--- src/rtl/asram_ctl_pkg.sv ---
package asram_ctl_pkg;

  typedef enum logic [2:0] {
    ST_IDLE = 3'd0,
    ST_TURN = 3'd1,
    ST_WSET = 3'd2,
    ST_WPUL = 3'd3,
    ST_WREC = 3'd4,
    ST_RACC = 3'd5,
    ST_DONE = 3'd6
  } ctl_state_t;

  // whole cycles covering a time in ns, never below one
  function automatic int unsigned ns_to_cycles(int unsigned t_ns, int unsigned clk_ns);
    int unsigned c;
    c = (t_ns + clk_ns - 1) / clk_ns;
    if (c == 0) c = 1;
    return c;
  endfunction

  function automatic int unsigned umax(int unsigned a, int unsigned b);
    return (a > b) ? a : b;
  endfunction

  function automatic int unsigned cnt_bits(int unsigned n);
    return $clog2(n + 1) + 1;
  endfunction

endpackage

--- src/rtl/asram_phase_timer.sv ---
module asram_phase_timer #(
  parameter int unsigned CNT_W = 4
) (
  input  logic             clk,
  input  logic             rst,
  input  logic             load,
  input  logic [CNT_W-1:0] load_val,
  output logic             expired
);

  logic [CNT_W-1:0] cnt_q;

  always_ff @(posedge clk) begin
    if (rst)                cnt_q <= '0;
    else if (load)          cnt_q <= load_val;
    else if (cnt_q != '0)   cnt_q <= cnt_q - 1'b1;
  end

  assign expired = (cnt_q == '0);

endmodule

--- src/rtl/asram_ctl_fsm.sv ---
module asram_ctl_fsm
  import asram_ctl_pkg::*;
#(
  parameter int unsigned CNT_W  = 4,
  parameter int unsigned WP_CYC = 2,
  parameter int unsigned RD_CYC = 2,
  parameter int unsigned TA_CYC = 1
) (
  input  logic             clk,
  input  logic             rst,
  input  logic             req_valid,
  input  logic             req_write,
  input  logic             tmr_expired,
  output ctl_state_t       state,
  output logic             tmr_load,
  output logic [CNT_W-1:0] tmr_val,
  output logic             evt_accept,
  output logic             evt_capture,
  output logic             req_ready,
  output logic             ack,
  output logic             cs_n,
  output logic             we_n,
  output logic             oe_n,
  output logic             dq_oe
);

  localparam logic [CNT_W-1:0] WP_LD = CNT_W'(WP_CYC - 1);
  localparam logic [CNT_W-1:0] RD_LD = CNT_W'(RD_CYC - 1);
  localparam logic [CNT_W-1:0] TA_LD = CNT_W'(TA_CYC - 1);

  ctl_state_t state_q, state_d;
  logic       last_rd_q;

  always_comb begin
    state_d     = state_q;
    tmr_load    = 1'b0;
    tmr_val     = '0;
    evt_accept  = 1'b0;
    evt_capture = 1'b0;
    unique case (state_q)
      ST_IDLE: begin
        if (req_valid) begin
          evt_accept = 1'b1;
          if (req_write) begin
            if (last_rd_q) begin
              state_d  = ST_TURN;
              tmr_load = 1'b1;
              tmr_val  = TA_LD;
            end else begin
              state_d = ST_WSET;
            end
          end else begin
            state_d  = ST_RACC;
            tmr_load = 1'b1;
            tmr_val  = RD_LD;
          end
        end
      end
      ST_TURN: if (tmr_expired) state_d = ST_WSET;
      ST_WSET: begin
        state_d  = ST_WPUL;
        tmr_load = 1'b1;
        tmr_val  = WP_LD;
      end
      ST_WPUL: if (tmr_expired) state_d = ST_WREC;
      ST_WREC: state_d = ST_DONE;
      ST_RACC: begin
        if (tmr_expired) begin
          state_d     = ST_DONE;
          evt_capture = 1'b1;
        end
      end
      ST_DONE: state_d = ST_IDLE;
      default: state_d = ST_IDLE;
    endcase
  end

  always_ff @(posedge clk) begin
    if (rst) begin
      state_q   <= ST_IDLE;
      last_rd_q <= 1'b0;
    end else begin
      state_q <= state_d;
      if (evt_accept) last_rd_q <= !req_write;
    end
  end

  assign state     = state_q;
  assign req_ready = (state_q == ST_IDLE);
  assign ack       = (state_q == ST_DONE);
  assign cs_n      = !(state_q inside {ST_WSET, ST_WPUL, ST_WREC, ST_RACC});
  assign we_n      = (state_q != ST_WPUL);
  assign oe_n      = (state_q != ST_RACC);
  assign dq_oe     = (state_q inside {ST_WSET, ST_WPUL, ST_WREC});

endmodule

--- src/rtl/asram_ctl_dp.sv ---
module asram_ctl_dp #(
  parameter int unsigned ADDR_W = 19,
  parameter int unsigned DATA_W = 8
) (
  input  logic              clk,
  input  logic              rst,
  input  logic              evt_accept,
  input  logic              evt_capture,
  input  logic [ADDR_W-1:0] req_addr,
  input  logic [DATA_W-1:0] req_wdata,
  input  logic [DATA_W-1:0] bus_in,
  output logic [ADDR_W-1:0] addr_out,
  output logic [DATA_W-1:0] wdata_out,
  output logic [DATA_W-1:0] rdata_out
);

  logic [ADDR_W-1:0] addr_q;
  logic [DATA_W-1:0] wdata_q;
  logic [DATA_W-1:0] rdata_q;

  always_ff @(posedge clk) begin
    if (rst) begin
      addr_q  <= '0;
      wdata_q <= '0;
    end else if (evt_accept) begin
      addr_q  <= req_addr;
      wdata_q <= req_wdata;
    end
  end

  always_ff @(posedge clk) begin
    if (rst)              rdata_q <= '0;
    else if (evt_capture) rdata_q <= bus_in;
  end

  assign addr_out  = addr_q;
  assign wdata_out = wdata_q;
  assign rdata_out = rdata_q;

endmodule

--- src/rtl/asram_ctl.sv ---
module asram_ctl
  import asram_ctl_pkg::*;
#(
  parameter int unsigned ADDR_W  = 19,
  parameter int unsigned DATA_W  = 8,
  parameter int unsigned CLK_NS  = 5,
  parameter int unsigned TWP_NS  = 7,
  parameter int unsigned TDW_NS  = 5,
  parameter int unsigned TWC_NS  = 10,
  parameter int unsigned TRC_NS  = 10,
  parameter int unsigned TAA_NS  = 10,
  parameter int unsigned TOE_NS  = 5,
  parameter int unsigned TOHZ_NS = 5
) (
  input  logic              clk,
  input  logic              rst,
  input  logic              req_valid,
  input  logic              req_write,
  input  logic [ADDR_W-1:0] req_addr,
  input  logic [DATA_W-1:0] req_wdata,
  output logic              req_ready,
  output logic              ack,
  output logic [DATA_W-1:0] ack_rdata,
  output logic [ADDR_W-1:0] ram_addr,
  output logic              ram_cs_n,
  output logic              ram_we_n,
  output logic              ram_oe_n,
  output logic [DATA_W-1:0] ram_dq_out,
  output logic              ram_dq_oe,
  input  logic [DATA_W-1:0] ram_dq_in
);

  // setup and recovery take one cycle each; the pulse fills the rest of the write cycle
  localparam int unsigned WC_CYC = ns_to_cycles(TWC_NS, CLK_NS);
  localparam int unsigned WP_CYC = umax(umax(ns_to_cycles(TWP_NS, CLK_NS),
                                             ns_to_cycles(TDW_NS, CLK_NS)),
                                        (WC_CYC > 2) ? WC_CYC - 2 : 1);
  localparam int unsigned RD_CYC = ns_to_cycles(umax(umax(TRC_NS, TAA_NS), TOE_NS), CLK_NS);
  localparam int unsigned TA_CYC = ns_to_cycles(TOHZ_NS, CLK_NS);
  localparam int unsigned CNT_W  = cnt_bits(umax(umax(WP_CYC, RD_CYC), TA_CYC));

  ctl_state_t       state;
  logic             tmr_load;
  logic [CNT_W-1:0] tmr_val;
  logic             tmr_expired;
  logic             evt_accept;
  logic             evt_capture;

  asram_phase_timer #(.CNT_W(CNT_W)) u_timer (
    .clk      (clk),
    .rst      (rst),
    .load     (tmr_load),
    .load_val (tmr_val),
    .expired  (tmr_expired)
  );

  asram_ctl_fsm #(
    .CNT_W  (CNT_W),
    .WP_CYC (WP_CYC),
    .RD_CYC (RD_CYC),
    .TA_CYC (TA_CYC)
  ) u_fsm (
    .clk         (clk),
    .rst         (rst),
    .req_valid   (req_valid),
    .req_write   (req_write),
    .tmr_expired (tmr_expired),
    .state       (state),
    .tmr_load    (tmr_load),
    .tmr_val     (tmr_val),
    .evt_accept  (evt_accept),
    .evt_capture (evt_capture),
    .req_ready   (req_ready),
    .ack         (ack),
    .cs_n        (ram_cs_n),
    .we_n        (ram_we_n),
    .oe_n        (ram_oe_n),
    .dq_oe       (ram_dq_oe)
  );

  asram_ctl_dp #(.ADDR_W(ADDR_W), .DATA_W(DATA_W)) u_dp (
    .clk         (clk),
    .rst         (rst),
    .evt_accept  (evt_accept),
    .evt_capture (evt_capture),
    .req_addr    (req_addr),
    .req_wdata   (req_wdata),
    .bus_in      (ram_dq_in),
    .addr_out    (ram_addr),
    .wdata_out   (ram_dq_out),
    .rdata_out   (ack_rdata)
  );

endmodule

--- config.mk ---
export PLATFORM = sky130hd
export DESIGN_NAME = asram_ctl
export DESIGN_NICKNAME = d
export VERILOG_FILES = /design/src/rtl/asram_ctl_pkg.sv /design/src/rtl/asram_phase_timer.sv /design/src/rtl/asram_ctl_fsm.sv /design/src/rtl/asram_ctl_dp.sv /design/src/rtl/asram_ctl.sv
export SDC_FILE = /design/constraint.sdc
export NUM_CORES = 1
export LEC_CHECK = 0
export BUFFER_PORTS_ARGS = -buffer_cell sky130_fd_sc_hd__buf_2
export CORE_ASPECT_RATIO = 1.1
export CORE_MARGIN = 2
export CORE_UTILIZATION = 41
export DETAILED_ROUTE_END_ITERATION = 6
export GPL_ROUTABILITY_DRIVEN = 0
export HOLD_SLACK_MARGIN = 0.15
export PLACE_DENSITY = 0.75
export SLEW_MARGIN = 20
export SYNTH_ARGS = -nofsm -noshare
export SYNTH_HDL_FRONTEND = slang
export SYNTH_SLANG_ARGS = --single-unit
--- constraint.sdc ---
create_clock -name clk -period 1.4 [get_ports clk]
set_clock_uncertainty 0.2 [all_clocks]
set_input_delay 0.28 -clock clk [delete_from_list [all_inputs] [get_ports clk]]
set_output_delay 0.28 -clock clk [all_outputs]
set_load 0.01 [all_outputs]
# ---- After elaboration in Yosys (flattened, before gate mapping)
# Index checks and enable logic that the tools add are counted.
dict set report totals {
  register_bits 42
  output_inout_bits 41
  word_cells 48
  input_bits 39
}
dict set report op_classes {
  mux 20
  n_reduce_logical 9
  addsub 1
  n_eq_ne 12
}
# operator n
set ops {}
lappend ops {{two-way mux 3 bit} 8}
lappend ops {{case mux 3 bit (6 select lines)} 1}
lappend ops {{== test 3 bit, second input constant} 3}
lappend ops {{two-way mux 1 bit} 8}
lappend ops {{inequality test 2 bit, second input constant} 4}
lappend ops {{== test 3 x 2 -> 1 bit, second input constant} 2}
lappend ops {{logical NOT 3 bit} 2}
lappend ops {{case mux 3 bit (2 select lines)} 1}
lappend ops {{nonzero test 3 bit} 2}
lappend ops {{AND reduction 4 bit} 1}
lappend ops {{nonzero test 4 bit} 1}
lappend ops {{== test 3 x 1 -> 1 bit, second input constant} 1}
lappend ops {{inequality test 3 x 2 -> 1 bit, second input constant} 1}
lappend ops {{inequality test 3 bit, second input constant} 1}
lappend ops {{subtractor 3 x 1 -> 3 bit, second input constant} 1}
lappend ops {{logical NOT 1 bit} 2}
lappend ops {{two-way mux 2 bit} 1}
lappend ops {{case mux 1 bit (2 select lines)} 1}
lappend ops {{nonzero test 2 bit} 1}

# ---- Depth between registers and ports, before layout
dict set report depth {
  ltp_word 5
  mapped_depth 7
}

# ---- Cells and area by module
# A second synthesis with hierarchy kept.
dict set report unflattened {
  cells_unflattened 181
  area_unflattened_um2 1819.2
}
# module n_inst area_per_inst_um2 cells_per_inst
set modules_own_cells {}
lappend modules_own_cells {asram_ctl_dp 1 1258.7 113}
lappend modules_own_cells {asram_ctl_fsm 1 354.1 46}
lappend modules_own_cells {asram_phase_timer 1 206.4 22}

# ---- Least setup slack after synthesis
# No wires, ideal clock.
dict set report synth_path {
  path_kind {flip-flop to flip-flop}
  from {register u_timer.cnt_q[0]}
  to {register u_fsm.state_q[1], in the netlist u_fsm.state[1]}
  path_stages_with_launch 8
  t_arrival_ns 1.237
  n_path_buf 1
  setup_slack_ns -0.112
  path_cell_list {dfxtp_1 -> inv_1 -> ha_1 -> nand2b_1 -> buf_4 -> a311oi_1 -> o211ai_1 -> o21ai_0}
}
dict set report synth_between {
  elab_chain_cells 3
  word_cells_on_any_way 5
}
# item line_no
set synth_lines {}
lappend synth_lines {{from (decl)} asram_phase_timer.sv:11} ;# logic [CNT_W-1:0] cnt_q;
lappend synth_lines {{from (signal assigned)} asram_phase_timer.sv:15} ;# else if (load) cnt_q <= load_val;
lappend synth_lines {{from (signal assigned)} asram_phase_timer.sv:16} ;# else if (cnt_q != '0) cnt_q <= cnt_q - 1'b1;
lappend synth_lines {{logical NOT 3 bit *} asram_phase_timer.sv:19} ;# assign expired = (cnt_q == '0);
lappend synth_lines {{inequality test 2 bit (no line)} n/a}
lappend synth_lines {{AND reduction 4 bit (no line) *} n/a}
lappend synth_lines {{to (signal assigned)} asram_ctl_fsm.sv:83} ;# state_q <= state_d;
lappend synth_lines {{to (decl)} asram_ctl_fsm.sv:31} ;# ctl_state_t state_q, state_d;
# Every way passes the cells marked *; elsewhere a longest branch is shown, timed or not.
# A chain may end at the register's enable or synchronous reset.

# ---- Worst setup path in the final report
dict set report layout_path {
  from {register u_fsm.state_q[0], in the netlist u_fsm.state[0]}
  to {register u_dp.addr_q[13], in the netlist u_dp.addr_out[13]}
}
dict set report layout_between {
  elab_chain_cells 2
}
# item line_no
set layout_lines {}
lappend layout_lines {{logical NOT 3 bit} asram_ctl_fsm.sv:40} ;# unique case (state_q)
lappend layout_lines {{two-way mux 1 bit} asram_ctl_fsm.sv:40}
lappend layout_lines {{to (signal assigned)} asram_ctl_dp.sv:26} ;# addr_q <= req_addr;
lappend layout_lines {{to (decl)} asram_ctl_dp.sv:17} ;# logic [ADDR_W-1:0] addr_q;
# No other way between the ends.

==> impl_metrics.env <==
export IMPL_synth_area_leader_cell="dfxtp_1"
export IMPL_synthesis_instances=197
export IMPL_clkTransAtPathRegs_ns=0.09
export IMPL_cts_root_buf="clkbuf_8"
export IMPL_ys_top_cells_by_area="dfxtp_1 (50%), nand2_1 (13%), a21oi_1 (8.3%)"
export IMPL_boundaryPins=80
export IMPL_total_power_mw=6.40
export IMPL_r2r_start="u_fsm.state[0]"
export IMPL_cpMaxStageDelayCell="dfxtp_4"
export IMPL_worstHoldPathType="primary input to flip-flop"
export IMPL_h_tree_depth=2
export IMPL_status="finished, violations left"
export IMPL_cap_violations=0
export IMPL_clk_latency_ns=0.30
export IMPL_hold_ws_ns=0.160
export IMPL_tns_ns=-6.25
export IMPL_fillers=175
export IMPL_critPathMaxFanout=9
export IMPL_r2r_cells=6
export IMPL_yosysUniqueCellTypes=34
export IMPL_row_count=24
export IMPL_dr_total_vias=2063
export IMPL_final_common_cell="buf_2"
export IMPL_dieHeight_um=71.5
export IMPL_hp_start="rst"
export IMPL_busiest_layer="met2"
export IMPL_p_leak_nw=1.56
export IMPL_dp_hpwl_mm=2.92
export IMPL_vias_per_cell=5.18
export IMPL_drtIter0Drc=115
export IMPL_critPathLaunch="u_fsm.state[0]"
export IMPL_crit_buf_inv=2
export IMPL_grt_util_met1_pct=26.5
export IMPL_groute_layer_met2_usage_pct=49.5
export IMPL_ant_nets=0
export IMPL_netlist_area_um2=1700
export IMPL_fin_ws_ns=-0.237
export IMPL_crit_end="u_dp.addr_out[13]"
export IMPL_rsz0062_at_grt="true"
export IMPL_setup_viol=47
export IMPL_worst_path_stages=6
export IMPL_grt_total_usage_pct=25.2
export IMPL_dieArea_um2=4670
export IMPL_layout_drive_gt1_share_pct=60.7
export IMPL_final_hold_violation_count=0
export IMPL_syn_avg_cell_area_um2=8.62
export IMPL_slew_headroom_pct=75.4
export IMPL_placed_area_um2=2280
export IMPL_finalCriticalPeriod_ns=1.64
export IMPL_peakVddDrop_mv=1.37
export IMPL_slew_violations=0
export IMPL_reg2reg_to="u_dp.addr_out[13]"
export IMPL_violations="negative setup slack"
export IMPL_io_buffers=79
export IMPL_drc=0
export IMPL_final_cell_area_um2=3390
export IMPL_antenna_found_initial=0
export IMPL_fmax_mhz=611
export IMPL_crit_required_ns=1.41
export IMPL_area_growth_pct=99.9
export IMPL_powerDensity_nw_per_um2=1890
export IMPL_ys_seq_elements=42
export IMPL_ys_warn_count=0
export IMPL_r2r_setup_slack_ns=-0.24
export IMPL_coreArea_um2=3960
export IMPL_diodes=0
export IMPL_max_stage_delay_ns=0.38
export IMPL_layout_common_cells="buf_2 (76), dlygate4sd3_1 (38), dfxtp_1 (38)"
export IMPL_cts_sinks=42
export IMPL_multiInputGateArea_um2=1160
export IMPL_tightest_slew_ns=0.368
export IMPL_use_met3_pct=3.92
export IMPL_first_pass_iters=4
export IMPL_path_delay_family="simple AND/OR/NAND/NOR gates"
export IMPL_endpoint_kind="flip-flop"
export IMPL_cts_tree="done"
export IMPL_cp_data_arrival_time_ns=1.65
export IMPL_critPathLaunchType="flip-flop"
export IMPL_cp_cell_sequence="nor3_4 > buf_6 > and2_4 > buf_8 > nand2_1 > a21oi_1"
export IMPL_timing_final_crit_share_pct=117
export IMPL_register_area_um2=853
export IMPL_path_class="flip-flop to flip-flop"
export IMPL_yosysTopAreaCellShare_pct=49.5
export IMPL_start_util_pct=42.8
export IMPL_grt_pass1_vias=2034
export IMPL_synth_seq_area_share_pct=49.5
export IMPL_layout_nets=386
export IMPL_drt_wirelength_per_cell_um=18.3
export IMPL_die_w_um=65.4
export IMPL_clockBufferDepth=2
export IMPL_totalWireLength_mm=7.30
export IMPL_grt_pass1_wl_mm=9.12
export IMPL_grt_overflow=0
export IMPL_cts_buffers=5
export IMPL_synth_nets=238
export IMPL_grt_max_degree=21
registers in the layout, summed over array words and instances (netlist names):
name and cells:
u_fsm.state 3, u_timer.cnt_q 3, u_fsm.last_rd_q 1, u_dp.rdata_out 8, u_dp.wdata_out 8, u_dp.addr_out 19
layer usage:
metal,share of wire [%],wire length [µm],up-vias
li1,-,-,950
met1,38,2800,998
met3,5.6,409,20
met5,0,0,-
met2,53,3900,95
met4,2.7,194,0
metrics by stage:
stage	std cells	setup slack [ns]	util, %
after detailed placement	338	-0.241	57.4
after global placement	338	-0.158	57.4
after floorplan	197	-0.0699	-
after global routing	398	-0.271	85.6
after CTS	398	-0.188	78.3
final	398	-0.237	85.6
kinds of logic (layout without fill, tap and decap cells):
kind of cell | count (synthesis) | in the layout | share of synthesized area, %
AOI/OAI and AO/OA | 40 | 40 | 13.3
xor gates and xnor gates | 1 | 1 | 0.516
adders and majority gates | 2 | 2 | 1.47
buffers and inverters | 17 | 166 | 6.19
DFF | 42 | 42 | 49.5
muxes | 9 | 9 | 5.31
and+or+nand+nor | 86 | 86 | 23.7
where the power goes:
group | total, mW | internal [mW] | switching, mW
registers | 1.77 | 1.49 | 0.284
clock network | 0.833 | 0.397 | 0.436
logic | 3.79 | 1.96 | 1.83
total | 6.40 | 3.85 | 2.55
worst min path at each step:
stage / to / cells after the start
after floorplan: u_fsm.last_rd_q / 1
after global placement: u_dp.addr_out[9] / 2
after detailed placement: u_dp.addr_out[4] / 2
after CTS: u_fsm.state[2] / 4
after global routing: u_fsm.state[2] / 4
final: u_fsm.state[2] / 4
Yosys cell counts:
library cell and number:
nor3_4 1, nand2_1 57, a211oi_2 1, a211oi_1 1, buf_6 2, ha_1 2
nor3_1 2, nand3b_4 1, nand2b_1 4, nor4_1 1, mux2i_1 9, buf_2 3
buf_4 3, a31oi_1 1, nor2_1 12, nand3_1 2, inv_1 3, and2_4 1
o211ai_1 1, o21ai_0 4, dfxtp_1 42, o31ai_1 1, buf_8 1, a311oi_1 1
a2111oi_0 1, clkbuf_1 5, nor2_2 1, o21a_1 1, nor2_8 1, nand3b_1 1
xnor2_1 1, nand2_2 1, and2_1 1, a21oi_1 28
worst reg2reg max path, cell delays in order (launching register included):
cell and delay [ns]:
dfxtp_4 0.38, nor3_4 0.22, buf_6 0.13, and2_4 0.19
buf_8 0.15, nand2_1 0.08, a21oi_1 0.20
layout make-up:
type                       count  area share, %
tap                           52           1.92
inverter                       3          0.332
clock inverter                 2          0.369
sequential                    42           25.1
multi-input combinational    138           34.2
clock buffer                   6           2.43
timing repair buffer         155           35.6
repair_timing:
item | 4_1_cts | 5_1_grt
cloned | 4 | 0
gates resized for setup | 51 | 82
hold endpoints to repair | 40 | 0
endpoints found under the setup margin | 47 | 48
hold buffers | 38 | 0
setup buffers | 11 | 6
pin swaps | 15 | 32
(Power assumes the default switching activity.)
